### config.mk
export PLATFORM = sky130hd
export DESIGN_NAME = mem_map_decoder
export DESIGN_NICKNAME = d
export VERILOG_FILES = /design/src/rtl/memmap_pkg.sv /design/src/rtl/mm_region_decode.sv /design/src/rtl/mm_bank_reg.sv /design/src/rtl/mm_read_mux.sv /design/src/rtl/mem_map_decoder.sv
export SDC_FILE = /design/constraint.sdc
export NUM_CORES = 1
export LEC_CHECK = 0
export ABC_AREA = 1
export BUFFER_PORTS_ARGS = -buffer_cell sky130_fd_sc_hd__buf_2
export CAP_MARGIN = 20
export CELL_PAD_IN_SITES_DETAIL_PLACEMENT = 1
export CELL_PAD_IN_SITES_GLOBAL_PLACEMENT = 2
export CORE_MARGIN = 2
export CORE_UTILIZATION = 18
export CTS_CLUSTER_SIZE = 20
export DETAILED_ROUTE_END_ITERATION = 10
export HOLD_SLACK_MARGIN = 0.15
export MAX_ROUTING_LAYER = met4
export PLACE_DENSITY_LB_ADDON = 0.1
export SYNTH_ARGS = -nofsm -noshare
export SYNTH_HDL_FRONTEND = slang
export SYNTH_SLANG_ARGS = --single-unit
### constraint.sdc
create_clock -name clk_i -period 2.5 [get_ports clk_i]
set_clock_uncertainty 0.1 [all_clocks]
set_input_delay 0.375 -clock clk_i [delete_from_list [all_inputs] [get_ports clk_i]]
set_output_delay 0.375 -clock clk_i [all_outputs]
set_load 0.05 [all_outputs]
### src/rtl/memmap_pkg.sv
package memmap_pkg;
  localparam int NUM_TGT = 11;
  typedef enum logic [3:0] {
    T_ROM0   = 4'd0,
    T_ROMX   = 4'd1,
    T_VRAM   = 4'd2,
    T_XRAM   = 4'd3,
    T_CLKREG = 4'd4,
    T_WRAM0  = 4'd5,
    T_WRAMX  = 4'd6,
    T_OAM    = 4'd7,
    T_IO     = 4'd8,
    T_HRAM   = 4'd9,
    T_IE     = 4'd10,
    T_NONE   = 4'd15
  } tgt_e;
endpackage

### src/rtl/mm_region_decode.sv
module mm_region_decode
  import memmap_pkg::*;
#(
  parameter int BANK_W = 3,
  parameter int OFS_W  = 15
) (
  input  logic [15:0]       addr_i,
  input  logic              we_i,
  input  logic [1:0]        vid_mode_i,
  input  logic              xram_en_i,
  input  logic              clk_mode_i,
  input  logic [BANK_W-1:0] bank_i,
  output tgt_e              tgt_o,
  output logic [OFS_W-1:0]  ofs_o,
  output logic              ctl_o
);
  always_comb begin
    tgt_o = T_NONE;
    ofs_o = '0;
    ctl_o = 1'b0;
    case (addr_i[15:12])
      4'h0, 4'h1, 4'h2, 4'h3: begin
        if (we_i) ctl_o = 1'b1;
        else begin tgt_o = T_ROM0; ofs_o = OFS_W'(addr_i[13:0]); end
      end
      4'h4, 4'h5, 4'h6, 4'h7: begin
        if (we_i) ctl_o = 1'b1;
        else begin tgt_o = T_ROMX; ofs_o = OFS_W'(addr_i[13:0]); end
      end
      4'h8, 4'h9: begin tgt_o = T_VRAM; ofs_o = OFS_W'(addr_i[12:0]); end
      4'hA, 4'hB: begin
        if (clk_mode_i) tgt_o = T_CLKREG;
        else if (xram_en_i) begin tgt_o = T_XRAM; ofs_o = OFS_W'(addr_i[12:0]); end
      end
      4'hC, 4'hE: begin tgt_o = T_WRAM0; ofs_o = OFS_W'(addr_i[11:0]); end
      4'hD: begin tgt_o = T_WRAMX; ofs_o = OFS_W'({bank_i, addr_i[11:0]}); end
      default: begin
        if (addr_i < 16'hFE00) begin
          tgt_o = T_WRAMX; ofs_o = OFS_W'({bank_i, addr_i[11:0]});
        end else if (addr_i < 16'hFEA0) begin
          // sprite RAM only while video is not scanning it
          if (vid_mode_i < 2'd2) begin tgt_o = T_OAM; ofs_o = OFS_W'(addr_i[7:0]); end
        end else if (addr_i < 16'hFF00) begin
          tgt_o = T_NONE;
        end else if (addr_i < 16'hFF80) begin
          tgt_o = T_IO; ofs_o = OFS_W'(addr_i[6:0]);
        end else if (addr_i != 16'hFFFF) begin
          tgt_o = T_HRAM; ofs_o = OFS_W'(addr_i[6:0]);
        end else begin
          tgt_o = T_IE;
        end
      end
    endcase
  end
endmodule

### src/rtl/mm_bank_reg.sv
module mm_bank_reg #(
  parameter int BANK_W = 3,
  parameter int DATA_W = 8
) (
  input  logic              clk_i,
  input  logic              rst_ni,
  input  logic              we_i,
  input  logic [DATA_W-1:0] wdata_i,
  output logic [BANK_W-1:0] bank_o
);
  logic [BANK_W-1:0] sel;
  assign sel = wdata_i[BANK_W-1:0];

  always_ff @(posedge clk_i or negedge rst_ni) begin
    if (!rst_ni) bank_o <= BANK_W'(1);
    else if (we_i) bank_o <= (sel == '0) ? BANK_W'(1) : sel;
  end
endmodule

### src/rtl/mm_read_mux.sv
module mm_read_mux
  import memmap_pkg::*;
#(
  parameter int NT     = 11,
  parameter int DATA_W = 8
) (
  input  logic               clk_i,
  input  logic               rst_ni,
  input  logic               rd_en_i,
  input  tgt_e               tgt_i,
  input  logic [NT*DATA_W-1:0] rd_bus_i,
  output logic [DATA_W-1:0]  rdata_o,
  output logic               rvalid_o
);
  logic [DATA_W-1:0] sel_d;

  always_comb begin
    sel_d = '1; // open bus
    for (int i = 0; i < NT; i++)
      if (tgt_i == tgt_e'(i)) sel_d = rd_bus_i[i*DATA_W +: DATA_W];
  end

  always_ff @(posedge clk_i or negedge rst_ni) begin
    if (!rst_ni) begin
      rdata_o  <= '1;
      rvalid_o <= 1'b0;
    end else begin
      rvalid_o <= rd_en_i;
      if (rd_en_i) rdata_o <= sel_d;
    end
  end
endmodule

### src/rtl/mem_map_decoder.sv
module mem_map_decoder
  import memmap_pkg::*;
#(
  parameter int DATA_W  = 8,
  parameter int BANK_W  = 3,
  parameter int NUM_T   = memmap_pkg::NUM_TGT,
  parameter int OFS_W   = (BANK_W + 12 > 14) ? BANK_W + 12 : 14
) (
  input  logic                    clk_i,
  input  logic                    rst_ni,
  input  logic                    req_valid_i,
  input  logic                    req_we_i,
  input  logic [15:0]             req_addr_i,
  input  logic [DATA_W-1:0]       req_wdata_i,
  input  logic [1:0]              vid_mode_i,
  input  logic                    xram_en_i,
  input  logic                    clk_mode_i,
  input  logic                    bank_we_i,
  input  logic [DATA_W-1:0]       bank_wdata_i,
  input  logic [NUM_T*DATA_W-1:0] rd_bus_i,
  output logic [NUM_T-1:0]        cs_o,
  output logic                    we_o,
  output logic [OFS_W-1:0]        offset_o,
  output logic [DATA_W-1:0]       wdata_o,
  output logic                    ctl_wr_o,
  output logic [DATA_W-1:0]       rdata_o,
  output logic                    rvalid_o
);
  tgt_e              tgt;
  logic              ctl;
  logic [BANK_W-1:0] bank;

  mm_bank_reg #(.BANK_W(BANK_W), .DATA_W(DATA_W)) u_bank (
    .clk_i, .rst_ni, .we_i(bank_we_i), .wdata_i(bank_wdata_i), .bank_o(bank)
  );

  mm_region_decode #(.BANK_W(BANK_W), .OFS_W(OFS_W)) u_dec (
    .addr_i(req_addr_i), .we_i(req_we_i), .vid_mode_i, .xram_en_i, .clk_mode_i,
    .bank_i(bank), .tgt_o(tgt), .ofs_o(offset_o), .ctl_o(ctl)
  );

  for (genvar i = 0; i < NUM_T; i++) begin : g_cs
    assign cs_o[i] = req_valid_i && (tgt == tgt_e'(i));
  end

  assign ctl_wr_o = req_valid_i && ctl;
  assign we_o     = req_we_i;
  assign wdata_o  = req_wdata_i;

  mm_read_mux #(.NT(NUM_T), .DATA_W(DATA_W)) u_rmux (
    .clk_i, .rst_ni, .rd_en_i(req_valid_i && !req_we_i), .tgt_i(tgt),
    .rd_bus_i, .rdata_o, .rvalid_o
  );
endmodule

==> out/results.tsv, run 1 <==
stage	metric	value	unit
logic_synthesis	Top FF cell, synth	dfstp_2	
timing	RSZ-0062 raised after global routing	false	
clocking	CTS tree	built	
worst_setup_path	Max FO, Critical Path	13	
worst_setup_path	cell family with most CP delay	simple AND/OR/NAND/NOR gates	
worst_setup_path	slowest cell on the critical path	buf_2	
logic_synthesis	cell with the most instances after synthesis	nand2_1	
detailed_routing	Via Count	2700	
grt	pin count of the biggest net entering global routing	16	
clocking	Longest Clk Path Bufs	2	
worst_hold_path	Worst Hold Class	primary input to flop	
floorplanning	die area	11900	sq um
power	Switching Fraction	46.7	%
worst_hold_path	worst hold start	bank_we_i	
timing	Tcrit/Tclk final	92.1	%
flow_run	max cap viols	0	
timing	Final min period	2.30	ns
detailed_routing	Antenna Violating Nets Remaining	0	
logic_synthesis	syn avg cell area	5.68	sq um
detailed_routing	Iter 0 DRT Violations	72	
floorplanning	die span in x	109	um
power	Comb power frac	57.0	%
logic_synthesis	Synth Cell Area	1990	sq um
grt	met2 Use GR	24.6	%
finish	final net count	630	
logic_synthesis	top cells by area, synth	nand2_1 14%, dfstp_2 12%, inv_1 12%, nor2_1 8.7%, nand4_1 8.2%	
grt	GR Util met1	21.6	%
timing	worst slew pin tran	0.599	ns
worst_setup_path	critical path class	primary input to output pin	
timing	Hold WS	0.254	ns
timing	Slew Limit Fails	0	
floorplanning	# rows	38	
worst_setup_path	crit path DAT	1.83	ns
finish	Fillers	1431	
logic_synthesis	Distinct cells, synth	34	
worst_setup_path	worst endpoint required time	2.03	ns
logic_synthesis	syn_nets	479	
timing	fmax	0.434	GHz
timing	setup TNS	0	ns
detailed_routing	DRC	0	
logic_synthesis	Mapped Cells	350	
logic_synthesis	Yosys top cell area share	14.0	%
clocking	Num CTS Buffers	3	
placement	DP Cell Count	634	
grt	gr usage total	15.5	%
worst_setup_path	Reg2Reg Setup Slack	1.61	ns
grt	most used routing layer	met2	
grt	GRT overflow	0	
grt	GRT met3 Usage	1.61	%
worst_setup_path	Crit. Startpoint	req_addr_i[12]	
clocking	root buf cell	clkbuf_8	
worst_setup_path	Buf/Inv on CP	4	
placement	hpwl dp	7.79	mm
clocking	CTS Sinks	12	
power	clock group share of total power	19.0	%
floorplanning	starting density of the core	18.4	%
power	final total power	1.09	mW
power	Worst VDD drop	0.291	mV
placement	gp weighted congestion	0.798	
timing	Final setup viols	0	
worst_setup_path	reg2reg start	u_bank.bank_o[0]	
logic_synthesis	Async S/R FF share, synth	100	%
grt	initial antenna violation count	1	
logic_synthesis	yosys warns	0	
finish	final instance area	3010	sq um
worst_setup_path	Critical Path, Cell by Cell	buf_2, inv_1, nor2_4, nand2_4, nor2_4, nand2_2, nand2_4, buf_4, nand3_2, nor2_1, buf_2	
logic_synthesis	sequential fraction of the synthesis area	15.7	%
placement	Setup Slack @ Placement	0.0883	ns
detailed_routing	WL final	9.05	mm
timing	final setup margin	0.198	ns
clocking	clock-pin slew on the worst setup and hold paths	0.05	ns
detailed_routing	Routed WL per cell	14.1	um
finish	share of layout cells above drive strength 1	44.8	%
timing	Hold Fails Final Rpt	0	
power	Static Leak	1.71	nW
clocking	clk_lat worst skew	0.24	ns
power	Pwr per Cell Area	362	nW/um^2
worst_setup_path	Critical Path Start Type	primary input	
logic_synthesis	area leader, netlist	nand2_1	
finish	Layout area overhead	51.3	%
power	Internal Dissipation	0.580	mW
power	register share of total power	24.0	%
detailed_routing	DR pass1 iterations	4	
logic_synthesis	Seq cells post-synth	12	
finish	fin util	27.9	%
logic_synthesis	number of synthesized flops with an enable pin	0	
placement	PortBufs	151	
logic_synthesis	Commonest cells post-synth	74 x nand2_1, 61 x inv_1, 46 x nor2_1, 26 x nand4_1, 14 x nand3_1	
timing	worst rel slew slack	60.0	%
worst_setup_path	CP endpoint kind	output pin	
worst_setup_path	crit-path max cell delay	0.28	ns
finish	Non-Filler Instances	641	
clocking	H-tree Lvls	1	
floorplanning	IO Count	174	
detailed_routing	Vias/cell	4.21	
power	Switch Pwr	0.507	mW
grt	vias in the first global route	2867	
floorplanning	Core Region	10800	sq um
grt	first-pass GRT wire length	14.0	mm
placement	area post-placement	2910	sq um
status	outcome	finished, final reports clean	
floorplanning	Vert. Die Dim	109	um
## layer usage
| layer | share of wire (%) | wire (um) |
|---|---|---|
| met5 | 0 | 0 |
| met3 | 7.2 | 648 |
| met1 | 48 | 4370 |
| met4 | 0.25 | 23 |
| met2 | 44 | 4010 |
## final timing paths
| check | cells past startpoint | endpoint |
|---|---|---|
| max in group asynchronous | 2 | u_rmux.rdata_o[0] |
| setup reg to reg | 2 | u_bank.bank_o[0] |
| min in group asynchronous | 2 | u_bank.bank_o[2] |
| hold / removal | 2 | u_bank.bank_o[0] |
| setup / recovery | 11 | cs_o[1] |
| hold reg to reg | 2 | u_rmux.rdata_o[7] |
## timing repair
action / CTS / global route
resized for setup: 0 / 7
hold buffers: 1 / 0
hold endpoints to repair: 3 / 0
endpoints found under the setup margin: 0 / 17
buffers inserted: 0 / 1
## cell usage in the layout, fill, tap and decap left out, types with 2 or more instances in the layout
cell type and instances:
a21oi_1 12, buf_2 149, buf_4 14, clkbuf_8 4, dfrtp_1 3, dfstp_2 9
inv_1 61, inv_2 6, nand2_1 73, nand2_2 5, nand2_4 3, nand3_1 12
nand3_2 5, nand4_1 26, nor2_1 45, nor2_2 4, nor2_4 3, nor3_1 9
nor3_2 2, nor3b_1 5, nor4_2 2, o21ai_0 9, o21ai_1 4, or2_0 4
or2_1 8, or2_2 13
## flip-flops by register name, indices dropped and copies added, names as in the netlist
| register | cells |
|---|---|
| u_rmux.rdata_o | 8 |
| u_rmux.rvalid_o | 1 |
| u_bank.bank_o | 3 |
## layout make-up
cell class	instances	area, sq um	share of cell area [%]
well taps	140	175	5.83
multi-input cells	252	1340	44.7
repair buffers	165	868	28.9
diodes	1	2.50	0.0832
clock buffers	4	55.1	1.83
flip-flops and latches	12	312	10.4
inverters	67	251	8.36
## logic make-up (layout without fill, tap and decap cells)
family,after synthesis,after routing,synth area share (%)
AOI/OAI and AO/OA,30,30,8.50
buffers and inverters,86,236,18.6
DFF,12,12,15.7
other,0,1,0
and+or+nand+nor,222,222,57.2
## power groups by stage
stage	clock network (mW)	registers [mW]	logic (mW)
5_1_grt	0.219	0.266	0.685
2_1_floorplan	0	0.359	0.335
3_5_place_dp	0	0.264	0.624
6_report	0.207	0.261	0.619
4_1_cts	0.213	0.262	0.627
3_3_place_gp	0	0.263	0.619
Power figures use the tool's default switching activity.
==> run 2: changes to the inputs <==
--- a/config.mk
+++ b/config.mk
@@ -11,7 +11,7 @@
 export CELL_PAD_IN_SITES_DETAIL_PLACEMENT = 1
 export CELL_PAD_IN_SITES_GLOBAL_PLACEMENT = 2
 export CORE_MARGIN = 2
-export CORE_UTILIZATION = 18
+export CORE_UTILIZATION = 16
 export CTS_CLUSTER_SIZE = 20
 export DETAILED_ROUTE_END_ITERATION = 10
 export HOLD_SLACK_MARGIN = 0.15
==> constraint.sdc (replaced) <==
create_clock -name clk_i -period 2.4 [get_ports clk_i]
set_clock_uncertainty 0.1 [all_clocks]
set_input_delay 0.36 -clock clk_i [delete_from_list [all_inputs] [get_ports clk_i]]
set_output_delay 0.36 -clock clk_i [all_outputs]
set_load 0.05 [all_outputs]
==> out/results.tsv, run 2 (same netlist as run 1, synthesis figures left out) <==
stage	metric	value	unit
worst_hold_path	Worst Hold Class	primary input to flop	
clocking	clk_lat worst skew	0.24	ns
worst_setup_path	reg2reg start	u_bank.bank_o[0]	
timing	Slew Limit Fails	0	
grt	gr usage total	14.3	%
clocking	CTS tree	built	
timing	worst slew pin tran	0.580	ns
clocking	Num CTS Buffers	3	
status	outcome	finished, final reports clean	
timing	Final setup viols	0	
floorplanning	Vert. Die Dim	115	um
power	Pwr per Cell Area	398	nW/um^2
grt	vias in the first global route	2801	
finish	max FFs per register	8	
finish	final net count	646	
timing	Hold WS	0.235	ns
finish	Top Registers	u_rmux.rdata_o x8, u_bank.bank_o x3, u_rmux.rvalid_o x1	
finish	Most flops, register	u_rmux.rdata_o	
floorplanning	# rows	40	
worst_setup_path	Max FO, Critical Path	5	
worst_setup_path	Critical Path Start Type	primary input	
placement	PortBufs	151	
worst_setup_path	r2r worst-path depth	2	
grt	first-pass GRT wire length	14.5	mm
worst_setup_path	Crit. Startpoint	req_addr_i[12]	
detailed_routing	Iter 0 DRT Violations	87	
grt	GRT overflow	0	
placement	DP Cell Count	673	
timing	final setup margin	0.0947	ns
worst_setup_path	Critical Path Sink	cs_o[4]	
finish	commonest non-fill, non-tap cell in the layout	buf_2	
worst_setup_path	Reg2Reg Setup Slack	1.51	ns
finish	commonest cells after routing, fill and taps aside	147 x buf_2, 73 x nand2_1, 61 x inv_1	
clocking	clock-pin slew on the worst setup and hold paths	0.04	ns
timing	RSZ-0062 raised after global routing	true	
timing	fmax	0.434	GHz
power	Worst VDD drop	0.470	mV
finish	Non-Filler Instances	684	
floorplanning	die area	13300	sq um
finish	Layout area overhead	62.0	%
detailed_routing	Via Count	2753	
worst_setup_path	FF-to-FF End	u_bank.bank_o[0]	
detailed_routing	Vias/cell	4.02	
clocking	root buf cell	clkbuf_16	
worst_setup_path	worst endpoint required time	1.94	ns
detailed_routing	DR pass1 iterations	4	
placement	gp weighted congestion	0.817	
floorplanning	die span in x	115	um
timing	Tcrit/Tclk final	96.1	%
timing	worst rel slew slack	61.3	%
grt	initial antenna violation count	0	
clocking	CTS Sinks	12	
detailed_routing	Antenna Violating Nets Remaining	0	
grt	pin count of the biggest net entering global routing	16	
floorplanning	Core Region	12100	sq um
flow_run	max cap viols	0	
detailed_routing	DRC	0	
power	Static Leak	1.81	nW
placement	Setup Slack @ Placement	-0.140	ns
timing	Hold Fails Final Rpt	0	
worst_setup_path	critical path class	primary input to output pin	
worst_setup_path	CP endpoint kind	output pin	
timing	Final min period	2.31	ns
floorplanning	starting density of the core	16.5	%
finish	share of layout cells above drive strength 1	46.3	%
finish	# diodes	0	
floorplanning	IO Count	174	
detailed_routing	Routed WL per cell	14.1	um
worst_setup_path	crit path DAT	1.85	ns
clocking	Longest Clk Path Bufs	2	
clocking	H-tree Lvls	1	
placement	hpwl dp	8.30	mm
detailed_routing	WL final	9.67	mm
==> run 2: cell count changes in the layout (fill, tap and decap cells not counted), moves of 2 or more <==
cell | before | now
buf_2 | 149 | 147
buf_4 | 14 | 28
clkbuf_16 | 0 | 3
clkbuf_4 | 1 | 3
clkbuf_8 | 4 | 1
==> run 2: cell type report <==
type                       count  area (sq um)
tap                          168           210
sequential                    12           312
inverter                      67           251
clock buffer                   4          88.8
multi-input combinational    252          1350
timing repair buffer         181          1010
fill                        1588          8840
==> run 2: worst min-delay path by stage <==
stage               startpoint          endpoint  slack [ns]  cells after the start
floorplan               rst_ni  u_bank.bank_o[1]       -0.04                      0
global placement        rst_ni   u_rmux.rvalid_o        0.16                      1
detailed placement      rst_ni   u_rmux.rvalid_o        0.15                      1
CTS                  bank_we_i  u_bank.bank_o[0]        0.23                      2
global route         bank_we_i  u_bank.bank_o[0]        0.27                      2
finish               bank_we_i  u_bank.bank_o[0]        0.23                      2
==> run 2: metrics by stage <==
stage          utilization (%)  power, mW  cell area, sq um  TNS [ns]
2_1_floorplan                -      0.723              2010     -3.85
5_1_grt                   26.7       1.37              3220   -0.0416
6_report                  26.7       1.28              3220         0
4_1_cts                   26.1       1.30              3150         0
3_3_place_gp              25.2      0.939              3040    -0.372
3_5_place_dp              25.2      0.946              3040    -0.787
==> run 2: metal layers <==
layer / share of wire [%] / vias up / routed length [um] / track usage [%]
met5: 0 / - / 0 / -
met4: 1.3 / 0 / 122 / 2.73
met3: 5.1 / 10 / 497 / 1.10
met2: 46 / 86 / 4480 / 23.7
met1: 47 / 1230 / 4570 / 19.1
li1: - / 1427 / - / -
==> run 2: report_power, final <==
| part | internal, mW | leakage (nW) | switching, mW |
|---|---|---|---|
| clock network | 0.251 | 0.0442 | 0.0871 |
| logic | 0.221 | 1.63 | 0.448 |
| registers | 0.255 | 0.132 | 0.0180 |
| total | 0.728 | 1.81 | 0.553 |
==> run 2: timing repair <==
item                                    4_1_cts  5_1_grt
hold endpoints to repair                      3        0
hold buffers                                  1        0
endpoints found under the setup margin        2       19
setup buffers                                 0        5
pin swaps                                     0        3
gates resized for setup                       2        8
==> run 2: worst max-delay path, cell delays in order <==
cell	delay [ns]
buf_2	0.11
inv_1	0.10
nor2_4	0.05
nand2_4	0.07
buf_4	0.14
nor2_8	0.05
o21ai_1	0.16
nand3_2	0.20
nor2_4	0.17
inv_2	0.07
nor2_1	0.10
clkbuf_4	0.25
==> run 3: changes to the inputs <==
--- a/config.mk
+++ b/config.mk
@@ -15,7 +15,6 @@
 export CTS_CLUSTER_SIZE = 20
 export DETAILED_ROUTE_END_ITERATION = 10
 export HOLD_SLACK_MARGIN = 0.15
-export MAX_ROUTING_LAYER = met4
 export PLACE_DENSITY_LB_ADDON = 0.1
 export SYNTH_ARGS = -nofsm -noshare
 export SYNTH_HDL_FRONTEND = slang
==> out/results.tsv, run 3 (same netlist as run 1, synthesis figures left out) <==
stage	metric	value	unit
status	outcome	finished, final reports clean	
grt	pin count of the biggest net entering global routing	16	
finish	commonest cells after routing, fill and taps aside	147 x buf_2, 73 x nand2_1, 61 x inv_1	
clocking	clk_lat worst skew	0.24	ns
worst_setup_path	Critical Path, Cell by Cell	buf_2, inv_1, nor2_4, nand2_4, buf_4, nor2_8, o21ai_1, nand3_2, nor2_4, inv_2, nor2_1, clkbuf_4	
finish	Most flops, register	u_rmux.rdata_o	
worst_hold_path	hold depth	2	
floorplanning	Vert. Die Dim	115	um
grt	first-pass GRT wire length	14.5	mm
clocking	CTS tree	built	
finish	Fillers	1588	
grt	GRT overflow	0	
detailed_routing	DRC	0	
detailed_routing	WL final	9.69	mm
worst_setup_path	crit-path max cell delay	0.25	ns
floorplanning	# rows	40	
detailed_routing	Vias/cell	4.02	
floorplanning	starting density of the core	16.5	%
floorplanning	die area	13300	sq um
worst_setup_path	FF-to-FF End	u_bank.bank_o[0]	
worst_setup_path	critical path class	primary input to output pin	
timing	RSZ-0062 raised after global routing	true	
detailed_routing	Via Count	2752	
detailed_routing	Antenna Violating Nets Remaining	0	
grt	initial antenna violation count	0	
floorplanning	die span in x	115	um
worst_hold_path	Worst Hold Class	primary input to flop	
worst_setup_path	Critical Path Start Type	primary input	
worst_setup_path	worst endpoint required time	1.94	ns
floorplanning	Core Region	12100	sq um
worst_hold_path	Hold Path End	u_bank.bank_o[0]	
clocking	Longest Clk Path Bufs	2	
finish	Layout area overhead	62.0	%
detailed_routing	DR pass1 iterations	4	
floorplanning	IO Count	174	
finish	Top Registers	u_rmux.rdata_o x8, u_bank.bank_o x3, u_rmux.rvalid_o x1	
finish	# diodes	0	
worst_setup_path	Crit. Startpoint	req_addr_i[12]	
timing	Tcrit/Tclk final	96.0	%
worst_setup_path	slowest cell on the critical path	clkbuf_4	
grt	gr usage total	13.8	%
clocking	root buf cell	clkbuf_16	
timing	worst rel slew slack	60.4	%
finish	share of layout cells above drive strength 1	46.3	%
worst_setup_path	CP endpoint kind	output pin	
timing	Hold Fails Final Rpt	0	
worst_setup_path	reg2reg start	u_bank.bank_o[0]	
clocking	clock-pin slew on the worst setup and hold paths	0.04	ns
detailed_routing	Routed WL per cell	14.2	um
worst_setup_path	most used cell, CP	nor2_4	
finish	final net count	646	
placement	PortBufs	151	
timing	fmax	0.434	GHz
placement	area post-placement	3040	sq um
worst_hold_path	worst hold start	bank_we_i	
power	Pwr per Cell Area	398	nW/um^2
placement	hpwl dp	8.30	mm
timing	Slew Limit Fails	0	
power	Static Leak	1.81	nW
finish	commonest non-fill, non-tap cell in the layout	buf_2	
finish	max FFs per register	8	
worst_setup_path	r2r worst-path depth	2	
finish	Non-Filler Instances	684	
placement	gp weighted congestion	0.805	
detailed_routing	Iter 0 DRT Violations	87	
timing	Final setup viols	0	
placement	Setup Slack @ Placement	-0.140	ns
timing	worst slew pin tran	0.594	ns
grt	vias in the first global route	2800	
finish	final instance area	3220	sq um
clocking	H-tree Lvls	1	
clocking	Num CTS Buffers	3	
flow_run	max cap viols	0	
power	Worst VDD drop	0.469	mV
worst_setup_path	Reg2Reg Setup Slack	1.51	ns
worst_setup_path	crit path DAT	1.84	ns
timing	Final min period	2.30	ns
timing	final setup margin	0.0965	ns
clocking	CTS Sinks	12	
placement	DP Cell Count	673	
worst_setup_path	Max FO, Critical Path	5	
## run 3: per-layer routing
metal	vias to the layer above	part of all wire (%)	track usage (%)	wire length, um
met3	10	5.4	1.26	524
met4	0	1.3	2.73	122
met2	86	46	23.6	4460
met5	-	0	0	0
li1	1427	-	-	-
met1	1229	47	19.1	4580
## run 3: worst max-delay path by stage
| stage | cells past startpoint | endpoint |
|---|---|---|
| finish | 12 | cs_o[4] |
| global route | 12 | cs_o[7] |
| CTS | 12 | cs_o[7] |
| detailed placement | 11 | u_rmux.rdata_o[7] |
| global placement | 15 | u_rmux.rdata_o[1] |
| floorplan | 8 | offset_o[10] |
## run 3: through the flow
step                power (mW)  hold WS, ns  setup TNS [ns]  utilization (%)
finish                    1.28        0.235               0             26.7
global route              1.37        0.271         -0.0415             26.7
CTS                       1.30        0.235               0             26.1
detailed placement       0.946        0.151          -0.787             25.2
global placement         0.939        0.156          -0.372             25.2
floorplan                0.723      -0.0356           -3.85                -
## run 3: what timing repair did
action                                  4_1_cts  5_1_grt
buffers inserted                              0        5
pin swaps                                     0        3
gates cloned                                  0        0
hold endpoints to repair                      3        0
hold buffers                                  1        0
resized for setup                             2        8
endpoints found under the setup margin        2       19
## run 3: layout make-up
class,instances,area [sq um],share of cell area (%)
Multi-Input combinational cell,252,1350,41.9
Timing Repair Buffer,181,1010,31.4
Sequential cell,12,312,9.68
Inverter,67,251,7.81
Tap cell,168,210,6.53
Clock buffer,4,88.8,2.76
## run 3: where the power goes
group          switching, mW  internal (mW)  total (mW)
sequential            0.0180          0.255       0.273
clock                 0.0871          0.251       0.339
combinational          0.448          0.221       0.669
## run 3: critical path, delay by kind of cell
kind | cells | cell delay [ns]
AND/OR/NAND/NOR | 6 | 0.64
buffers and inverters | 5 | 0.67
AO/OA/AOI/OAI | 1 | 0.16
